$ cat config.mk
export PLATFORM = sky130hd
export DESIGN_NAME = dbg_cmd_exec
export DESIGN_NICKNAME = d
export VERILOG_FILES = /design/src/rtl/dbg_cmd_pkg.sv /design/src/rtl/dbg_cmd_decode.sv /design/src/rtl/dbg_lane_steer.sv /design/src/rtl/dbg_cmd_exec.sv
export SDC_FILE = /design/constraint.sdc
export NUM_CORES = 1
export LEC_CHECK = 0
export BUFFER_PORTS_ARGS = -buffer_cell sky130_fd_sc_hd__buf_2
export CAP_MARGIN = 10
export CORE_ASPECT_RATIO = 0.6
export CORE_MARGIN = 10
export CORE_UTILIZATION = 40
export CTS_CLUSTER_DIAMETER = 120
export DETAILED_ROUTE_END_ITERATION = 6
export PLACE_DENSITY = 0.7
export RECOVER_POWER = 25
export SKIP_CTS_REPAIR_TIMING = 1
export SLEW_MARGIN = 20
export SYNTH_ARGS = -nofsm -noshare
export SYNTH_HDL_FRONTEND = slang
export SYNTH_SLANG_ARGS = --single-unit
$ cat constraint.sdc
create_clock -name clk -period 1.9 [get_ports clk]
set_clock_uncertainty 0.05 [all_clocks]
set_input_delay 0.285 -clock clk [delete_from_list [all_inputs] [get_ports clk]]
set_output_delay 0.285 -clock clk [all_outputs]
set_load 0.02 [all_outputs]
$ cat src/rtl/dbg_cmd_pkg.sv
package dbg_cmd_pkg;

  localparam logic [7:0] OP_BKGND   = 8'h90;
  localparam logic [7:0] OP_HS_ON   = 8'hD5;
  localparam logic [7:0] OP_HS_OFF  = 8'hD6;
  localparam logic [7:0] OP_RD_B_OUT = 8'hE0;
  localparam logic [7:0] OP_RD_B_IN  = 8'hE4;
  localparam logic [7:0] OP_RD_W_OUT = 8'hE8;
  localparam logic [7:0] OP_RD_W_IN  = 8'hEC;
  localparam logic [7:0] OP_WR_B_OUT = 8'hC0;
  localparam logic [7:0] OP_WR_B_IN  = 8'hC4;
  localparam logic [7:0] OP_WR_W_OUT = 8'hC8;
  localparam logic [7:0] OP_WR_W_IN  = 8'hCC;

  typedef enum logic [2:0] {
    K_NONE   = 3'd0,
    K_HS_ON  = 3'd1,
    K_HS_OFF = 3'd2,
    K_BKGND  = 3'd3,
    K_READ   = 3'd4,
    K_WRITE  = 3'd5
  } cmd_kind_e;

  typedef struct packed {
    cmd_kind_e kind;
    logic      word;
    logic      dbg_map;
  } cmd_dec_t;

  typedef enum logic [1:0] {
    S_IDLE   = 2'd0,
    S_BUS    = 2'd1,
    S_RDWAIT = 2'd2,
    S_BKGND  = 2'd3
  } exec_state_e;

endpackage

$ cat src/rtl/dbg_cmd_decode.sv
module dbg_cmd_decode
  import dbg_cmd_pkg::*;
(
  input  logic [7:0] opcode,
  output cmd_dec_t   dec
);

  always_comb begin
    dec = '{kind: K_NONE, word: 1'b0, dbg_map: 1'b0};
    case (opcode)
      OP_BKGND:    dec.kind = K_BKGND;
      OP_HS_ON:    dec.kind = K_HS_ON;
      OP_HS_OFF:   dec.kind = K_HS_OFF;
      OP_RD_B_OUT: dec = '{kind: K_READ,  word: 1'b0, dbg_map: 1'b0};
      OP_RD_B_IN:  dec = '{kind: K_READ,  word: 1'b0, dbg_map: 1'b1};
      OP_RD_W_OUT: dec = '{kind: K_READ,  word: 1'b1, dbg_map: 1'b0};
      OP_RD_W_IN:  dec = '{kind: K_READ,  word: 1'b1, dbg_map: 1'b1};
      OP_WR_B_OUT: dec = '{kind: K_WRITE, word: 1'b0, dbg_map: 1'b0};
      OP_WR_B_IN:  dec = '{kind: K_WRITE, word: 1'b0, dbg_map: 1'b1};
      OP_WR_W_OUT: dec = '{kind: K_WRITE, word: 1'b1, dbg_map: 1'b0};
      OP_WR_W_IN:  dec = '{kind: K_WRITE, word: 1'b1, dbg_map: 1'b1};
      default:     dec = '{kind: K_NONE,  word: 1'b0, dbg_map: 1'b0};
    endcase
  end

endmodule

$ cat src/rtl/dbg_lane_steer.sv
module dbg_lane_steer #(
  parameter int DATA_W = 16,
  localparam int LANES = DATA_W / 8,
  localparam int OFS_W = (LANES > 1) ? $clog2(LANES) : 1
) (
  input  logic              is_word,
  input  logic [OFS_W-1:0]  addr_ofs,
  input  logic [DATA_W-1:0] wdata_in,
  input  logic [LANES-1:0]  rd_be,
  input  logic [DATA_W-1:0] rd_raw,
  output logic [LANES-1:0]  be_out,
  output logic [DATA_W-1:0] wdata_out,
  output logic [DATA_W-1:0] rd_out,
  output logic              misaligned
);

  // Byte at offset 0 sits in the most significant lane.
  for (genvar g = 0; g < LANES; g++) begin : g_lane
    localparam logic [OFS_W-1:0] LANE_OFS = OFS_W'(LANES - 1 - g);
    logic sel;
    assign sel                 = is_word || (addr_ofs == LANE_OFS);
    assign be_out[g]           = sel;
    assign wdata_out[g*8 +: 8] = sel ? wdata_in[g*8 +: 8] : 8'h00;
    assign rd_out[g*8 +: 8]    = rd_be[g] ? rd_raw[g*8 +: 8] : 8'h00;
  end

  assign misaligned = is_word && (addr_ofs != '0);

endmodule

$ cat src/rtl/dbg_cmd_exec.sv
module dbg_cmd_exec
  import dbg_cmd_pkg::*;
#(
  parameter int ADDR_W = 16,
  parameter int DATA_W = 16
) (
  input  logic                clk,
  input  logic                rst,
  input  logic                fw_enable,
  input  logic                cmd_valid,
  input  logic [7:0]          cmd_opcode,
  input  logic [ADDR_W-1:0]   cmd_addr,
  input  logic [DATA_W-1:0]   cmd_wdata,
  output logic                cmd_busy,
  output logic [DATA_W-1:0]   rsp_rdata,
  output logic                rsp_ack,
  output logic                rsp_err,
  output logic                bg_req,
  input  logic                bg_entered,
  output logic                bus_req,
  input  logic                bus_gnt,
  output logic                bus_we,
  output logic [ADDR_W-1:0]   bus_addr,
  output logic [DATA_W-1:0]   bus_wdata,
  output logic [DATA_W/8-1:0] bus_be,
  output logic                bus_dbg_map,
  input  logic [DATA_W-1:0]   bus_rdata
);

  localparam int LANES = DATA_W / 8;
  localparam int OFS_W = (LANES > 1) ? $clog2(LANES) : 1;

  exec_state_e         state;
  logic                hs_on;
  cmd_dec_t            dec;
  logic                accept;
  logic [LANES-1:0]    st_be;
  logic [DATA_W-1:0]   st_wdata;
  logic [DATA_W-1:0]   st_rdata;
  logic                st_misaligned;

  dbg_cmd_decode u_decode (
    .opcode (cmd_opcode),
    .dec    (dec)
  );

  dbg_lane_steer #(.DATA_W(DATA_W)) u_steer (
    .is_word    (dec.word),
    .addr_ofs   (cmd_addr[OFS_W-1:0]),
    .wdata_in   (cmd_wdata),
    .rd_be      (bus_be),
    .rd_raw     (bus_rdata),
    .be_out     (st_be),
    .wdata_out  (st_wdata),
    .rd_out     (st_rdata),
    .misaligned (st_misaligned)
  );

  assign cmd_busy = (state != S_IDLE);
  assign accept   = cmd_valid && !cmd_busy;

  always_ff @(posedge clk) begin
    if (rst) begin
      state       <= S_IDLE;
      hs_on       <= 1'b0;
      rsp_rdata   <= '0;
      rsp_ack     <= 1'b0;
      rsp_err     <= 1'b0;
      bg_req      <= 1'b0;
      bus_req     <= 1'b0;
      bus_we      <= 1'b0;
      bus_addr    <= '0;
      bus_wdata   <= '0;
      bus_be      <= '0;
      bus_dbg_map <= 1'b0;
    end else begin
      rsp_ack <= 1'b0;
      rsp_err <= 1'b0;
      case (state)
        S_IDLE: begin
          if (accept) begin
            case (dec.kind)
              K_HS_ON: begin
                hs_on   <= 1'b1;
                rsp_ack <= 1'b1;
              end
              K_HS_OFF: hs_on <= 1'b0;
              K_BKGND: begin
                if (fw_enable) begin
                  bg_req <= 1'b1;
                  state  <= S_BKGND;
                end
              end
              K_READ, K_WRITE: begin
                if (st_misaligned) begin
                  rsp_err <= 1'b1;
                  rsp_ack <= hs_on;
                end else begin
                  bus_req     <= 1'b1;
                  bus_we      <= (dec.kind == K_WRITE);
                  bus_addr    <= cmd_addr;
                  bus_wdata   <= (dec.kind == K_WRITE) ? st_wdata : '0;
                  bus_be      <= st_be;
                  bus_dbg_map <= dec.dbg_map;
                  state       <= S_BUS;
                end
              end
              default: ;
            endcase
          end
        end
        S_BUS: begin
          if (bus_gnt) begin
            bus_req     <= 1'b0;
            bus_dbg_map <= 1'b0;
            if (bus_we) begin
              rsp_ack <= hs_on;
              state   <= S_IDLE;
            end else begin
              state <= S_RDWAIT;
            end
          end
        end
        S_RDWAIT: begin
          rsp_rdata <= st_rdata;
          rsp_ack   <= hs_on;
          state     <= S_IDLE;
        end
        S_BKGND: begin
          if (bg_entered) begin
            bg_req  <= 1'b0;
            rsp_ack <= hs_on;
            state   <= S_IDLE;
          end
        end
        default: state <= S_IDLE;
      endcase
    end
  end

endmodule

Word-level counts from Yosys, hierarchy flattened
Cells that the tools add are included.
{ "word_totals": {"ff_bits": 59, "latchBits": 0, "ramBits": 0, "mem_bits_ro": 0, "output_inout_bits": 57, "elab_cells": 106, "mem_count": 0} }
{ "op_classes": {"add_sub_neg": 0, "mul": 0, "n_div": 0, "n_lt_le_gt_ge": 0, "n_eq_ne": 29, "shifts": 0, "mux": 38, "bitwise": 5, "reduce_logical": 22} }
{ "op_table": {"columns": ["operator", "n"], "rows": [
  ["equality test 8 bit, second input constant", 11],
  ["two-way mux 8 bit", 4],
  ["two-way mux 1 bit", 17],
  ["two-way mux 16 bit", 1],
  ["case mux 3 bit (5 select lines)", 1],
  ["two-way mux 2 bit", 6],
  ["OR reduction 4 bit", 3],
  ["inequality test 2 bit, second input constant", 5],
  ["case mux 1 bit (2 select lines)", 5],
  ["AND reduction 5 bit", 2],
  ["case mux 2 bit (4 select lines)", 1],
  ["nonzero test 2 bit", 4],
  ["OR reduction 2 bit", 4],
  ["equality test 3 x 2 -> 1 bit, second input constant", 2],
  ["equality test 3 bit, second input constant", 2],
  ["inequality test 3 bit, second input constant", 2],
  ["case mux 2 bit (3 select lines)", 1],
  ["AND reduction 6 bit", 1],
  ["inverter 1 bit", 5],
  ["equality test 2 bit, second input constant", 2],
  ["inequality test 2 x 1 -> 1 bit, second input constant", 2],
  ["case mux 1 bit (4 select lines)", 1],
  ["case mux 2 bit (2 select lines)", 1],
  ["AND reduction 4 bit", 1],
  ["other kinds (8)", 10]
]} }

Longest topological paths before layout
{ "depth": {"depth_word": 8, "depth_mapped": 6, "mapped_depth_nobuf": 4} }

By module
From an unflattened synthesis, not the netlist that was laid out.
{ "hier_totals": {"hier_cells": 333, "area_unflattened_um2": 2615.0} }
{ "by_module_without_submodules": {"columns": ["module", "n_inst", "cells_per_inst", "area_each_um2"], "rows": [
  ["dbg_cmd_exec", 1, 281, 2283.4],
  ["dbg_lane_steer", 1, 39, 242.7],
  ["dbg_cmd_decode", 1, 13, 88.8]
]} }

Worst setup path before layout
OpenSTA, ideal clock, no wires.
{ "synth_path": {"path_type": "input -> register", "start": "in cmd_opcode[4]", "end": "reg bus_wdata[0]", "arrival_time_ps": 1430, "required_time_ps": 1790, "slack_ps": 360, "path_stages": 4, "n_path_buf": 0, "path_cell_list": "nor2b_1 > a32oi_1 > a2111oi_4 > a22o_1"} }
{ "synth_via": {"elab_chain_len": 6} }
{ "synth_lines": {"columns": ["element", "line_no", "source"], "rows": [
  ["start, declared", "dbg_cmd_exec.sv:11", "input logic [7:0] cmd_opcode,"],
  ["equality test 8 bit", "dbg_cmd_decode.sv:10", "case (opcode)"],
  ["OR reduction 4 bit (no source line) / OR reduction 2 bit (equally long branches)", null, null],
  ["case mux 3 bit (5 select lines) / case mux 2 bit (3 select lines) (equally long branches)", "dbg_cmd_decode.sv:10", null],
  ["equality test 3 bit, or another cell as far along", "dbg_cmd_exec.sv:82, dbg_cmd_exec.sv:102", null],
  ["OR reduction 2 bit, or another cell as far along", "dbg_cmd_exec.sv:82", "case (dec.kind)"],
  ["AND reduction 4 bit (no source line) / two-way mux 16 bit (equally long branches)", null, null],
  ["end signal, assigned", "dbg_cmd_exec.sv:102", "bus_wdata <= (dec.kind == K_WRITE) ? st_wdata : '0;"],
  ["end, declared", "dbg_cmd_exec.sv:24", "output logic [DATA_W-1:0] bus_wdata,"]
]} }
Parallel ways exist; a longest one is shown, timed or not.
A chain may end at the register's enable or synchronous reset.

Final worst setup path
{ "layout_path": {"start": "reg state[0]", "end": "reg bus_wdata[3]"} }
{ "layout_via": {"elab_chain_len": 4} }
{ "layout_lines": {"columns": ["element", "line_no", "source"], "rows": [
  ["start, declared", "dbg_cmd_exec.sv:33", "exec_state_e state;"],
  ["start signal, assigned", "dbg_cmd_exec.sv:64", "state <= S_IDLE;"],
  ["start signal, assigned", "dbg_cmd_exec.sv:91", "state <= S_BKGND;"],
  ["start signal, assigned", "dbg_cmd_exec.sv:105", "state <= S_BUS;"],
  ["nonzero test 2 bit", "dbg_cmd_exec.sv:59", "assign cmd_busy = (state != S_IDLE);"],
  ["zero test 1 bit", "dbg_cmd_exec.sv:60", "assign accept = cmd_valid && !cmd_busy;"],
  ["logical AND 1 bit", "dbg_cmd_exec.sv:60", null],
  ["AND reduction 4 bit (no source line) (*)", null, null]
]} }
Every way passes the cells marked *; elsewhere a longest branch is shown, timed or not.

==> summary.txt <==
Outcome
  • Status: finished clean

Timing
  • Total Neg Setup Slack: 0 ns
  • Final setup violation count: 0
  • Hold Slack: roughly 0.12 ns
  • Fmax: 0.585 GHz
  • RSZ-0062 raised after global routing: false
  • Fin crit share: roughly 90%
  • Tightest Pin Transition: approximately 0.62 ns
  • Final hold vios: 0
  • Slew Limit Fails: 0
  • Final worst-path setup slack: ~0.19 ns
  • Relative slew slack: 58.5%
  • Final min period: ~1.7 ns

Clock network
  • Max clock buf depth: 2
  • CTS H-tree depth: 3
  • CTS tree: yes
  • CTS Sinks: 59
  • Clock latency on the worst-skew pair: 0.32 ns
  • Root Driver: clkbuf_8
  • Total CTS buffers: 9
  • Register clock-pin slew on the reported worst setup and hold paths: ~0.070 ns

Finish
  • Commonest non-fill, non-tap cells in the layout: buf_2 (89), dfxtp_1 (59), nand2_1 (52)
  • Final #Nets: around 440
  • Commonest non-fill, non-tap cell in the layout: buf_2
  • Layout area overhead: 41.0%
  • Ant. Diodes: 0
  • Share of cells above drive strength 1: 33.6%

Hold path
  • Worst Hold Class: input port to flip-flop

Place
  • I/O Buffers: approximately 120
  • Final GP Congestion: around 0.84
  • Dpl ws: -0.0626 ns
  • Post-DP HPWL: around 5300 um

Power and ir drop
  • Switching Power: around 0.57 mW
  • Comb pwr share: 6.5%
  • VDD IR-drop max: 0.585 mV
  • Net Sw Frac: 21.1%
  • Clk pwr share: around 47%
  • P_int: about 2.1 mW
  • Seq pwr share: approximately 46%
  • Leak: 1.34 nW
  • Power Density: 840 nW/um2

Die
  • Row Count: 21
  • Starting Density: between 40% and 50%
  • Die area: roughly 9000 um2
  • Die X: 117 um
  • Die Y-Extent: just under 80 um
  • Core ar.: ~5500 um2
  • I/O Pins: roughly 120

Global route
  • Initial antenna violation count: 0
  • Global-route usage over all layers: between 10% and 20%
  • First-pass GRT wire length: approximately 11000 um
  • Vias in the first global route: 2395
  • Grt total ovfl: 0
  • Largest net degree at the start of global routing: 47

Logic synthesis
  • Net Count, Synth: between 300 and 400
  • Synth Instances: ~250
  • Mean Syn Cell Area: ~9.1 um2
  • Top cells by area, synth: dfxtp_1 (52%), nand2_1 (8.6%), a21oi_1 (7.9%)
  • Yosys top cell by area: dfxtp_1
  • Yosys warning total: 0
  • Most common flop cell mapped by yosys: dfxtp_1
  • Number of synthesized flops with an enable pin: 0
  • Netlist cell types: 44
  • Synthesized cell area: approximately 2300 um2
  • Synthesized flop and latch total: between 50 and 60
  • Yosys top cell area share: 51.8%
  • Async S/R FF share, synth: 0%
  • Register area share after synthesis: 51.8%

Setup path
  • WP data arrival: 1.93 ns
  • Crit path kind: flip-flop to flip-flop
  • Crit end category: flip-flop
  • Critical path launch point type: flip-flop
  • Worst Path Required: around 2.1 ns
  • CP max FO: 8

Route
  • Iteration-0 DRC Markers: ~150
  • Post-Route WL: 7050 um
  • Vias: 2248
  • Drt wl/cell: 15.2 um
  • Final ANT Viol Nets: 0
  • DR pass1 iterations: 4
  • DRC errors left: 0
  • Vias per Instance: around 4.8

Job
  • Number of max-cap violations: 0
[synthesized netlist by cell type (2+ instances only)]
library cell,instances
nor3b_2,2
o211ai_1,2
and4b_1,2
buf_2,2
o22ai_1,2
nor2b_1,4
o21ai_0,2
buf_1,2
a22o_1,16
a21oi_1,36
a211o_1,2
nand2_1,52
a31oi_1,2
nand3_1,16
clkbuf_1,12
dfxtp_1,59
a311oi_1,2
nand2b_1,3
nor3b_1,2
nor2_1,6
nand4b_1,2
[state kept, by name (all words and copies together) (netlist names), 2 cells and up]
signal and cells:
bus_addr 16, bus_wdata 16, rsp_rdata 16, bus_be 2, state 2
[area by class of cell]
type | count | area, um2
fillers | 509 | 2330
flip-flops and latches | 59 | 1180
multi-input cells | 174 | 1030
repair buffers | 134 | 674
clock buffers | 12 | 155
well taps | 80 | 100
clock inverters | 4 | 72.6
inverters | 1 | 3.75
[critical path, cell delays in order (launching register included)]
cell,delay [ns]
dfxtp_1,0.32
nor3b_2,0.36
nand3b_1,0.27
a2111oi_4,0.31
buf_4,0.20
a22o_1,0.14
[per-layer routing]
layer  up-vias  global-route usage (%)  wire (um)
met5         -                       0          0
met4         0                    2.95         25
met3         3                    9.43        832
met2        88                    22.6       2900
met1      1002                    17.2       3290
li1       1155                       -          -
[power groups by stage]
stage	logic, mW	registers (mW)	clock network [mW]
floorplan	0.0714	1.28	0
global placement	0.174	1.27	0
detailed placement	0.174	1.27	0
CTS	0.175	1.24	1.31
global route	0.193	1.24	1.37
finish	0.175	1.24	1.28
[cells by family (layout without fill, tap and decap cells)]
| family | count (synthesis) | in the layout | share of synthesized area [%] |
|---|---|---|---|
| AO/OA/AOI/OAI | 70 | 70 | 21.0 |
| flip-flops | 59 | 59 | 51.8 |
| multiplexers | 1 | 1 | 0.439 |
| XOR/XNOR | 1 | 1 | 0.384 |
| AND/OR/NAND/NOR | 102 | 102 | 23.1 |
| buffers and inverters | 18 | 151 | 3.24 |
[worst paths after layout]
kind | end | slack [ns] | cells past startpoint | start
min | bus_wdata[12]$_SDFFE_PP0P_ | 0.12 | 2 | cmd_wdata[12]
min reg2reg | rsp_rdata[11]$_SDFFE_PP0N_ | 0.40 | 2 | rsp_rdata[11]$_SDFFE_PP0N_
max reg2reg | bus_wdata[3]$_SDFFE_PP0P_ | 0.19 | 5 | state[0]$_SDFFE_PP0P_
max | bus_wdata[3]$_SDFFE_PP0P_ | 0.19 | 5 | state[0]$_SDFFE_PP0P_
[metrics by stage]
stage / power, mW / utilization (%) / area (um2) / std cells
floorplan: 1.35 / - / 2280 / 251
global placement: 1.45 / 54.5 / 3020 / 448
detailed placement: 1.45 / 54.5 / 3020 / 448
CTS: 2.73 / 58.6 / 3250 / 464
global route: 2.81 / 58.0 / 3210 / 464
finish: 2.70 / 58.0 / 3210 / 464
(Power assumes the default switching activity.)
